===== src/rtl/baud_pkg.sv =====
package baud_pkg;

  localparam int RateWordW = 8;
  localparam int PreSelW   = 2;
  localparam int CodeW     = 3;
  localparam int PreCntW   = 4;
  localparam int NumPaths  = 2;
  localparam int TxIdx     = 0;
  localparam int RxIdx     = 1;

  typedef struct packed {
    logic                preReload;
    logic [NumPaths-1:0] pathReload;
  } strobes_t;

  // terminal count of the shared prescaler: ratio minus one
  function automatic logic [PreCntW-1:0] preLimitOf(input logic [PreSelW-1:0] sel);
    case (sel)
      2'd0:    preLimitOf = PreCntW'(0);
      2'd1:    preLimitOf = PreCntW'(2);
      2'd2:    preLimitOf = PreCntW'(3);
      default: preLimitOf = PreCntW'(12);
    endcase
  endfunction

endpackage


===== src/rtl/baud_ctrl.sv =====
module baud_ctrl
  import baud_pkg::*;
#(
  parameter int FINE_W = 8
) (
  input  logic                             clk,
  input  logic                             rst_n,
  input  logic                             rateWe,
  input  logic [RateWordW-1:0]             rateWdata,
  input  logic [NumPaths-1:0][FINE_W-1:0]  fineIn,
  output strobes_t                         strb,
  output logic [PreCntW-1:0]               preLim,
  output logic [NumPaths-1:0][FINE_W-1:0]  pathLim
);

  logic [PreSelW-1:0]                preSel;
  logic [NumPaths-1:0][CodeW-1:0]    codeSel;
  logic [NumPaths-1:0][FINE_W-1:0]   fineQ;
  logic [NumPaths-1:0]               fineChg;

  always_ff @(posedge clk) begin
    if (!rst_n) begin
      preSel  <= '0;
      codeSel <= '0;
    end else if (rateWe) begin
      preSel           <= rateWdata[7:6];
      codeSel[TxIdx]   <= rateWdata[5:3];
      codeSel[RxIdx]   <= rateWdata[2:0];
    end
  end

  assign preLim         = preLimitOf(preSel);
  assign strb.preReload = rateWe;

  for (genvar p = 0; p < NumPaths; p++) begin : g_path
    assign fineChg[p] = (fineIn[p] != fineQ[p]);

    always_ff @(posedge clk) begin
      if (!rst_n)          fineQ[p] <= '0;
      else if (fineChg[p]) fineQ[p] <= fineIn[p];
    end

    assign strb.pathReload[p] = rateWe | fineChg[p];
    assign pathLim[p] = (fineQ[p] != '0) ? (fineQ[p] - FINE_W'(1))
                                         : ((FINE_W'(1) << codeSel[p]) - FINE_W'(1));
  end

endmodule


===== src/rtl/baud_datapath.sv =====
module baud_datapath
  import baud_pkg::*;
#(
  parameter int FINE_W    = 8,
  parameter int OVS_RATIO = 16
) (
  input  logic                             clk,
  input  logic                             rst_n,
  input  strobes_t                         strb,
  input  logic [PreCntW-1:0]               preLim,
  input  logic [NumPaths-1:0][FINE_W-1:0]  pathLim,
  output logic [NumPaths-1:0]              ovsTick,
  output logic [NumPaths-1:0]              bitEn
);

  localparam int OvsW = (OVS_RATIO > 1) ? $clog2(OVS_RATIO) : 1;

  logic [PreCntW-1:0] preCnt;
  logic               preTick;

  assign preTick = (preCnt == preLim);

  always_ff @(posedge clk) begin
    if (!rst_n)              preCnt <= '0;
    else if (strb.preReload) preCnt <= '0;
    else if (preTick)        preCnt <= '0;
    else                     preCnt <= preCnt + PreCntW'(1);
  end

  for (genvar p = 0; p < NumPaths; p++) begin : g_chain
    logic [FINE_W-1:0] divCnt;
    logic [OvsW-1:0]   ovsCnt;

    assign ovsTick[p] = preTick && (divCnt == pathLim[p]);
    assign bitEn[p]   = ovsTick[p] && (ovsCnt == OvsW'(OVS_RATIO - 1));

    always_ff @(posedge clk) begin
      if (!rst_n || strb.pathReload[p]) begin
        divCnt <= '0;
        ovsCnt <= '0;
      end else begin
        if (preTick)
          divCnt <= ovsTick[p] ? '0 : divCnt + FINE_W'(1);
        if (ovsTick[p])
          ovsCnt <= bitEn[p] ? '0 : ovsCnt + OvsW'(1);
      end
    end
  end

endmodule


===== src/rtl/baud_gen_dual.sv =====
module baud_gen_dual
  import baud_pkg::*;
#(
  parameter int OVS_RATIO = 16
) (
  input  logic       clk,
  input  logic       rst_n,
  input  logic       rateWe,
  input  logic [7:0] rateWdata,
  input  logic [7:0] txFine,
  input  logic [7:0] rxFine,
  output logic       txOvsTick,
  output logic       rxOvsTick,
  output logic       txBitEn,
  output logic       rxBitEn
);

  localparam int FineW = 8;

  strobes_t                       strb;
  logic [PreCntW-1:0]             preLim;
  logic [NumPaths-1:0][FineW-1:0] pathLim;
  logic [NumPaths-1:0][FineW-1:0] fineIn;
  logic [NumPaths-1:0]            ovsTick;
  logic [NumPaths-1:0]            bitEn;

  assign fineIn[TxIdx] = txFine;
  assign fineIn[RxIdx] = rxFine;

  baud_ctrl #(.FINE_W(FineW)) i_ctrl (
    .clk       (clk),
    .rst_n     (rst_n),
    .rateWe    (rateWe),
    .rateWdata (rateWdata),
    .fineIn    (fineIn),
    .strb      (strb),
    .preLim    (preLim),
    .pathLim   (pathLim)
  );

  baud_datapath #(.FINE_W(FineW), .OVS_RATIO(OVS_RATIO)) i_dp (
    .clk     (clk),
    .rst_n   (rst_n),
    .strb    (strb),
    .preLim  (preLim),
    .pathLim (pathLim),
    .ovsTick (ovsTick),
    .bitEn   (bitEn)
  );

  assign txOvsTick = ovsTick[TxIdx];
  assign rxOvsTick = ovsTick[RxIdx];
  assign txBitEn   = bitEn[TxIdx];
  assign rxBitEn   = bitEn[RxIdx];

endmodule


===== config.mk =====
export PLATFORM = sky130hd
export DESIGN_NAME = baud_gen_dual
export DESIGN_NICKNAME = d
export VERILOG_FILES = /design/src/rtl/baud_pkg.sv /design/src/rtl/baud_ctrl.sv /design/src/rtl/baud_datapath.sv /design/src/rtl/baud_gen_dual.sv
export SDC_FILE = /design/constraint.sdc
export NUM_CORES = 1
export LEC_CHECK = 0
export ABC_CLOCK_PERIOD_IN_PS = 4260
export BUFFER_PORTS_ARGS = -buffer_cell sky130_fd_sc_hd__buf_2
export CAP_MARGIN = 30
export CORE_ASPECT_RATIO = 1.4
export CORE_MARGIN = 2
export CORE_UTILIZATION = 50
export CTS_BUF_LIST = sky130_fd_sc_hd__clkbuf_16
export DETAILED_ROUTE_END_ITERATION = 10
export PLACE_DENSITY = 0.74
export SLEW_MARGIN = 25
export SYNTH_ARGS = -nofsm -noshare
export SYNTH_HDL_FRONTEND = slang
export SYNTH_SLANG_ARGS = --single-unit

===== constraint.sdc =====
create_clock -name clk -period 4.26 [get_ports clk]
set_input_delay 0.639 -clock clk [delete_from_list [all_inputs] [get_ports clk]]
set_output_delay 0.639 -clock clk [all_outputs]
set_load 0.01 [all_outputs]

# Word-level counts from Yosys, hierarchy flattened
# Index checks and enable logic that the tools add are counted.
# totals
register_bits	52
elab_cells	51
input_bits	27
output_inout_bits	4
# op_classes
shifts	2
muxes	7
addsub	9
n_reduce_logical	11
n_eq_ne	9
bitwise_logic	3
# op_table
operator	count
2-to-1 mux 8 bit	4
subtractor 8 x 1 -> 8 bit, second input constant	4
adder 8 x 1 -> 8 bit, second input constant	2
equality test 8 bit	2
!= test 8 bit	2
nonzero test 8 bit	2
left shift 1 x 3 -> 8 bit, first input constant	2
adder 4 x 1 -> 4 bit, second input constant	3
one-hot mux 4 bit (3 select lines)	1
equality test 4 bit, second input constant	2
2-to-1 mux 4 bit	2
equality test 4 bit	1
logical AND 1 bit	4
OR reduction 3 bit	1
equality test 2 x 1 -> 1 bit, second input constant	1
equality test 2 bit, second input constant	1
logical NOT 2 bit	1
logical OR 1 bit	2
OR 1 bit	2
logical NOT 1 bit	1
inverter 1 bit	1

# Longest topological paths before layout
# depth
depth_word	7
mapped_depth	15
ltp_nobuf	13

# By module
# From an unflattened synthesis, not the netlist that was laid out.
# unflattened
cells_unflattened	356
hier_area_um2	3281.9
# by_module_without_submodules
mod	seq_area_each_um2	instances	cells_each	area_each_um2
baud_datapath	560.5	1	195	1805.5
baud_ctrl	480.5	1	161	1476.4

# Worst setup path before layout
# No wires, ideal clock.
# synth_path
path_type	register -> output
from	register i_ctrl.fineQ[8] in the netlist's numbering
to	output port rxBitEn
t_arrival_ps	3147
path_stages_with_launch	14
required_time_ps	3621
path_buffers	2
slack_ps	474
cell_sequence	dfxtp_1 -> buf_6 -> or4_4 -> nor4_4 -> and3_1 -> nor2_1 -> ha_1 -> o2111ai_1 -> xnor2_1 -> xnor2_1 -> a2111oi_2 -> or4b_4 -> buf_6 -> nor2_1
# synth_via
elab_chain_cells	5
word_cells_on_any_way	6
cone_classes	1 x add/sub; 1 x eq/ne; 1 x mux; 3 x reduce/logical
# synth_rtl
element	line_no	source
start, declared	baud_ctrl.sv:18	logic [NumPaths-1:0][FINE_W-1:0] fineQ;
start signal, assigned by index	baud_ctrl.sv:40	else if (fineChg[p]) fineQ[p] <= fineIn[p];
subtractor 8 x 1 -> 8 bit or nonzero test 8 bit (tied branches)	baud_ctrl.sv:44	assign pathLim[p] = (fineQ[p] != '0) ? (fineQ[p] - FINE_W'(1))
2-to-1 mux 8 bit *	baud_ctrl.sv:44	
equality test 8 bit *	baud_datapath.sv:34	assign ovsTick[p] = preTick && (divCnt == pathLim[p]);
logical AND 1 bit *	baud_datapath.sv:34	
logical AND 1 bit *	baud_datapath.sv:35	assign bitEn[p] = ovsTick[p] && (ovsCnt == OvsW'(OVS_RATIO - 1));
end, declared	baud_gen_dual.sv:15	output logic rxBitEn
# Mark *: on every way between the ends. The rest lies on a longest branch, timed or not.

# Final worst setup path
# Ends and elaborated chain as after synthesis.

==> summary by stage <==
Timing
Setup violations remaining at the end of the flow were counted as 0. The number of max-slew violations in the final report is 0. The timing-limited maximum frequency is 247 MHz. For the pin with the worst max-slew slack, the measured transition is 0.779 ns.

The final clock period utilization by the worst path is 95.2%. The setup total negative slack is 0 ns. Setup repair after global routing left no endpoint under its margin. The worst slew slack as a fraction of its limit is 47.6%. For the finished layout, the period the worst path requires is 4.05 ns. The final worst clock skew is 0.00935 ns. The total count of hold-check failures in the final report was 0.

Final layout
After the flow finishes, the layout carries non-filler instances totaling 445. The sequential standard cell area is 0.00104 sq mm. In the final layout, the multi-input gates occupy 0.00190 sq mm. The fraction of final layout cells sized beyond drive strength 1 is 16.0%. Compared with the post-synthesis result, the final layout area differs by 13.9%.

The cell area after layout is 0.00346 sq mm. The number of fillers in the final layout is 504. The layout net count is 410. In the layout the commonest cells are 51 x sky130_fd_sc_hd__dfxtp_1, 31 x sky130_fd_sc_hd__xor2_1, 30 x sky130_fd_sc_hd__buf_2. Leaving out fill and tap cells, the most frequent cell in the layout is sky130_fd_sc_hd__dfxtp_1. The antenna diode count is 0.

Power and ir drop
The total power per unit cell area is 327 mW/mm^2. The worst ir drop on vdd is 172 uV. The leakage power total is 1.38 nW.

The completed layout was analyzed and its total power is 1.13 mW.

Worst setup path
The critical path ends at rxBitEn. Counting cells, the worst reg-to-reg path comes to 12. The origin of the critical flop-to-flop path is i_ctrl.fineQ[8].

The data arrival time of the critical path is 3.42 ns. The required time at the endpoint of the critical path is 3.62 ns. Along the worst path, the maximum fanout reaches 8.

The start point of the critical path is i_ctrl.fineQ[8]. STA classifies the critical path startpoint as a flop. The worst setup path is captured at a primary output. Setup slack on the worst reg-to-reg path comes out at 0.65 ns. The worst setup path is of the reg -> out kind. The worst register-to-register path ends at i_dp.g_chain[1].ovsCnt[0].

Clock network
The H-tree was split into 2 levels. The TritonCTS clock tree is built. In this run, post-CTS hold repair placed 0 buffers. Counting the buffers created by CTS gives 5.

The clock passes through at most 2 buffers. At the later pin of the worst-skew pair, clock insertion delay measures 0.29 ns. Clock-pin slew was measured on the worst setup and hold paths at 0.07 ns.

The library cell used as clock root buffer is sky130_fd_sc_hd__clkbuf_16. The number of sinks on the clock net is 52.

GRT
For this run the aggregate overflow at the end of global routing stands at 0. The number of global-route vias before repair is 2,530. The global-route usage over all layers is 20.5%. The number of antenna violations at the first check in global routing is 0. Entering global routing, the biggest net connects 26 pins. The first-pass GRT wire length is 11,100 um.

Placed design
The final weighted congestion in routability-driven placement is 0.927. Input and output buffers added on the ports amount to 30. The cell count after placement is 430.

The wire-length estimate of the detail-placed layout is 4760 um. The instance area at placement is 0.00322 sq mm.

Synthesis
The synthesized design contains 0 enable-type register cells. The sequential fraction of the synthesis area is 34.3%. After synthesis, the netlist uses 52 different library cells. The number of nets in the synthesized netlist is 379. The mapped netlist covers 0.00303 sq mm. The number of synthesized register bits is 52. The synthesized instance count is 343. The most instantiated flip-flop cell in the synthesis netlist is sky130_fd_sc_hd__dfxtp_1. The average footprint of a synthesized cell is 8.85 sq um. After synthesis, the share of flip-flops with an asynchronous set or reset is 0%.

The number of warnings reported in the yosys synthesis log is 0.

Route
After the first detailed-routing iteration, the DRC count stood at 138. The count of nets left with antenna violations once routing finished came out at 0. The routed layout has 2,582 vias. After detailed routing, the number of remaining DRC violations is 0.

The total wire length is 6530 um. The length of the first detailed-routing pass in iterations is 4. Using the TritonRoute via totals, the vias-per-cell ratio works out to 5.80. The routed wire length per instance is 14.7 um.

Floorplanning
Row generation in the floorplan step produced 33 rows. The initial utilization of the core area, before any placement, comes to 51.7%. The die footprint is 0.00672 sq mm. The placeable core region is 0.00586 sq mm.

From bottom edge to top edge, the die measures 96.2 um. The number of top-level design ports is 31. In this run the horizontal extent of the chip is 69.8 um.

Min path
The worst hold path belongs to the class reg -> reg. The worst hold path was traced through 2 stages.

Job
Max-cap violations in this run came to 0.

Outcome
The flow ran to the end, and the final reports show no timing, DRC or antenna violations.
-- critical path, stage by stage, from the launching register on --
cell and delay (ns):
sky130_fd_sc_hd__dfxtp_4 0.37, sky130_fd_sc_hd__or4_4 0.56, sky130_fd_sc_hd__nor4_4 0.25, sky130_fd_sc_hd__and3_4 0.24
sky130_fd_sc_hd__nor2_1 0.04, sky130_fd_sc_hd__ha_1 0.23, sky130_fd_sc_hd__o311ai_1 0.10, sky130_fd_sc_hd__xor2_1 0.14
sky130_fd_sc_hd__a2111oi_2 0.36, sky130_fd_sc_hd__or4b_4 0.56, sky130_fd_sc_hd__nor2_2 0.12, sky130_fd_sc_hd__buf_2 0.13
-- cell families after synthesis --
kind of cell,share of synthesized area (%)
compound gates,12.0
xor+xnor,15.3
fa+ha+maj,3.71
buf+inv,3.51
flops,34.3
mux,4.33
simple gates,26.8
-- power by group --
group / internal, mW / switching (mW) / total, mW
Sequential: 0.499 / 0.0255 / 0.525
Clock: 0.274 / 0.173 / 0.447
Combinational: 0.0768 / 0.0822 / 0.159
Total: 0.850 / 0.280 / 1.13
-- state kept, by name, indices dropped and copies added, names as in the netlist --
signal               cells
i_dp.g_chain.divCnt     16
i_ctrl.preSel            2
i_dp.g_chain.ovsCnt      8
i_ctrl.fineQ            16
i_ctrl.codeSel           6
i_dp.preCnt              4
-- layer usage --
metal,routed length [um],GRT usage (%),vias up,part of all wire (%)
li1,-,-,1291,-
met1,2670,21.7,1235,41
met2,3530,38.8,43,54
met3,189,4.08,13,2.9
met4,144,9.62,0,2.2
met5,0,0,-,0
-- cell usage after synthesis, types with 4 or more instances --
cell type	count	area share, %
sky130_fd_sc_hd__nand2b_1	4	0.82
sky130_fd_sc_hd__and2_1	17	3.5
sky130_fd_sc_hd__mux2i_1	12	4.0
sky130_fd_sc_hd__a31oi_1	6	1.2
sky130_fd_sc_hd__ha_1	9	3.7
sky130_fd_sc_hd__nand2_1	21	2.6
sky130_fd_sc_hd__xor2_1	31	8.9
sky130_fd_sc_hd__a41oi_1	7	2.0
sky130_fd_sc_hd__or3_1	6	1.2
sky130_fd_sc_hd__nand4_1	10	2.1
sky130_fd_sc_hd__nor2_1	26	3.2
sky130_fd_sc_hd__o21ai_0	6	0.99
sky130_fd_sc_hd__and3_1	7	1.4
sky130_fd_sc_hd__nor2b_1	12	2.5
sky130_fd_sc_hd__inv_1	8	0.99
sky130_fd_sc_hd__xnor2_1	17	4.9
sky130_fd_sc_hd__a21oi_1	13	2.1
sky130_fd_sc_hd__nand3_1	8	1.3
sky130_fd_sc_hd__dfxtp_1	52	34
sky130_fd_sc_hd__nor4_1	5	1.0
sky130_fd_sc_hd__nor3_1	15	2.5
sky130_fd_sc_hd__clkbuf_1	13	1.6
-- per-stage QoR --
stage / utilization (%) / hold slack (ns) / setup WS [ns]
detailed placement: 54.9 / 0.470 / 0.330
finish: 58.9 / 0.480 / 0.206
global placement: 54.9 / 0.466 / 0.404
floorplan: - / 0.441 / 0.474
CTS: 57.9 / 0.482 / 0.00427
global route: 58.9 / 0.509 / 0.00677
-- worst min path at each step --
stage                              startpoint                         to  slack, ns
CTS                 i_dp.g_chain[0].ovsCnt[3]  i_dp.g_chain[0].ovsCnt[3]       0.48
global placement               i_dp.preCnt[0]             i_dp.preCnt[0]       0.47
detailed placement             i_dp.preCnt[0]             i_dp.preCnt[0]       0.47
finish              i_dp.g_chain[0].ovsCnt[3]  i_dp.g_chain[0].ovsCnt[3]       0.48
global route                   i_dp.preCnt[0]             i_dp.preCnt[0]       0.51
floorplan                      i_dp.preCnt[0]             i_dp.preCnt[0]       0.44
-- timing repair --
item / 4_1_cts / 5_1_grt
endpoints found under the setup margin: 1 / 4
buffers inserted: 2 / 5
pin swaps: 1 / 4
resized for setup: 0 / 7
-- area by class of cell --
| type | instances | area share (%) |
|---|---|---|
| sequential | 52 | 30.2 |
| tap | 70 | 2.53 |
| clock inverter | 3 | 1.12 |
| multi-input combinational | 267 | 55.0 |
| inverter | 8 | 0.869 |
| clock buffer | 5 | 3.62 |
| timing repair buffer | 40 | 6.63 |
Power figures use the tool's default switching activity.
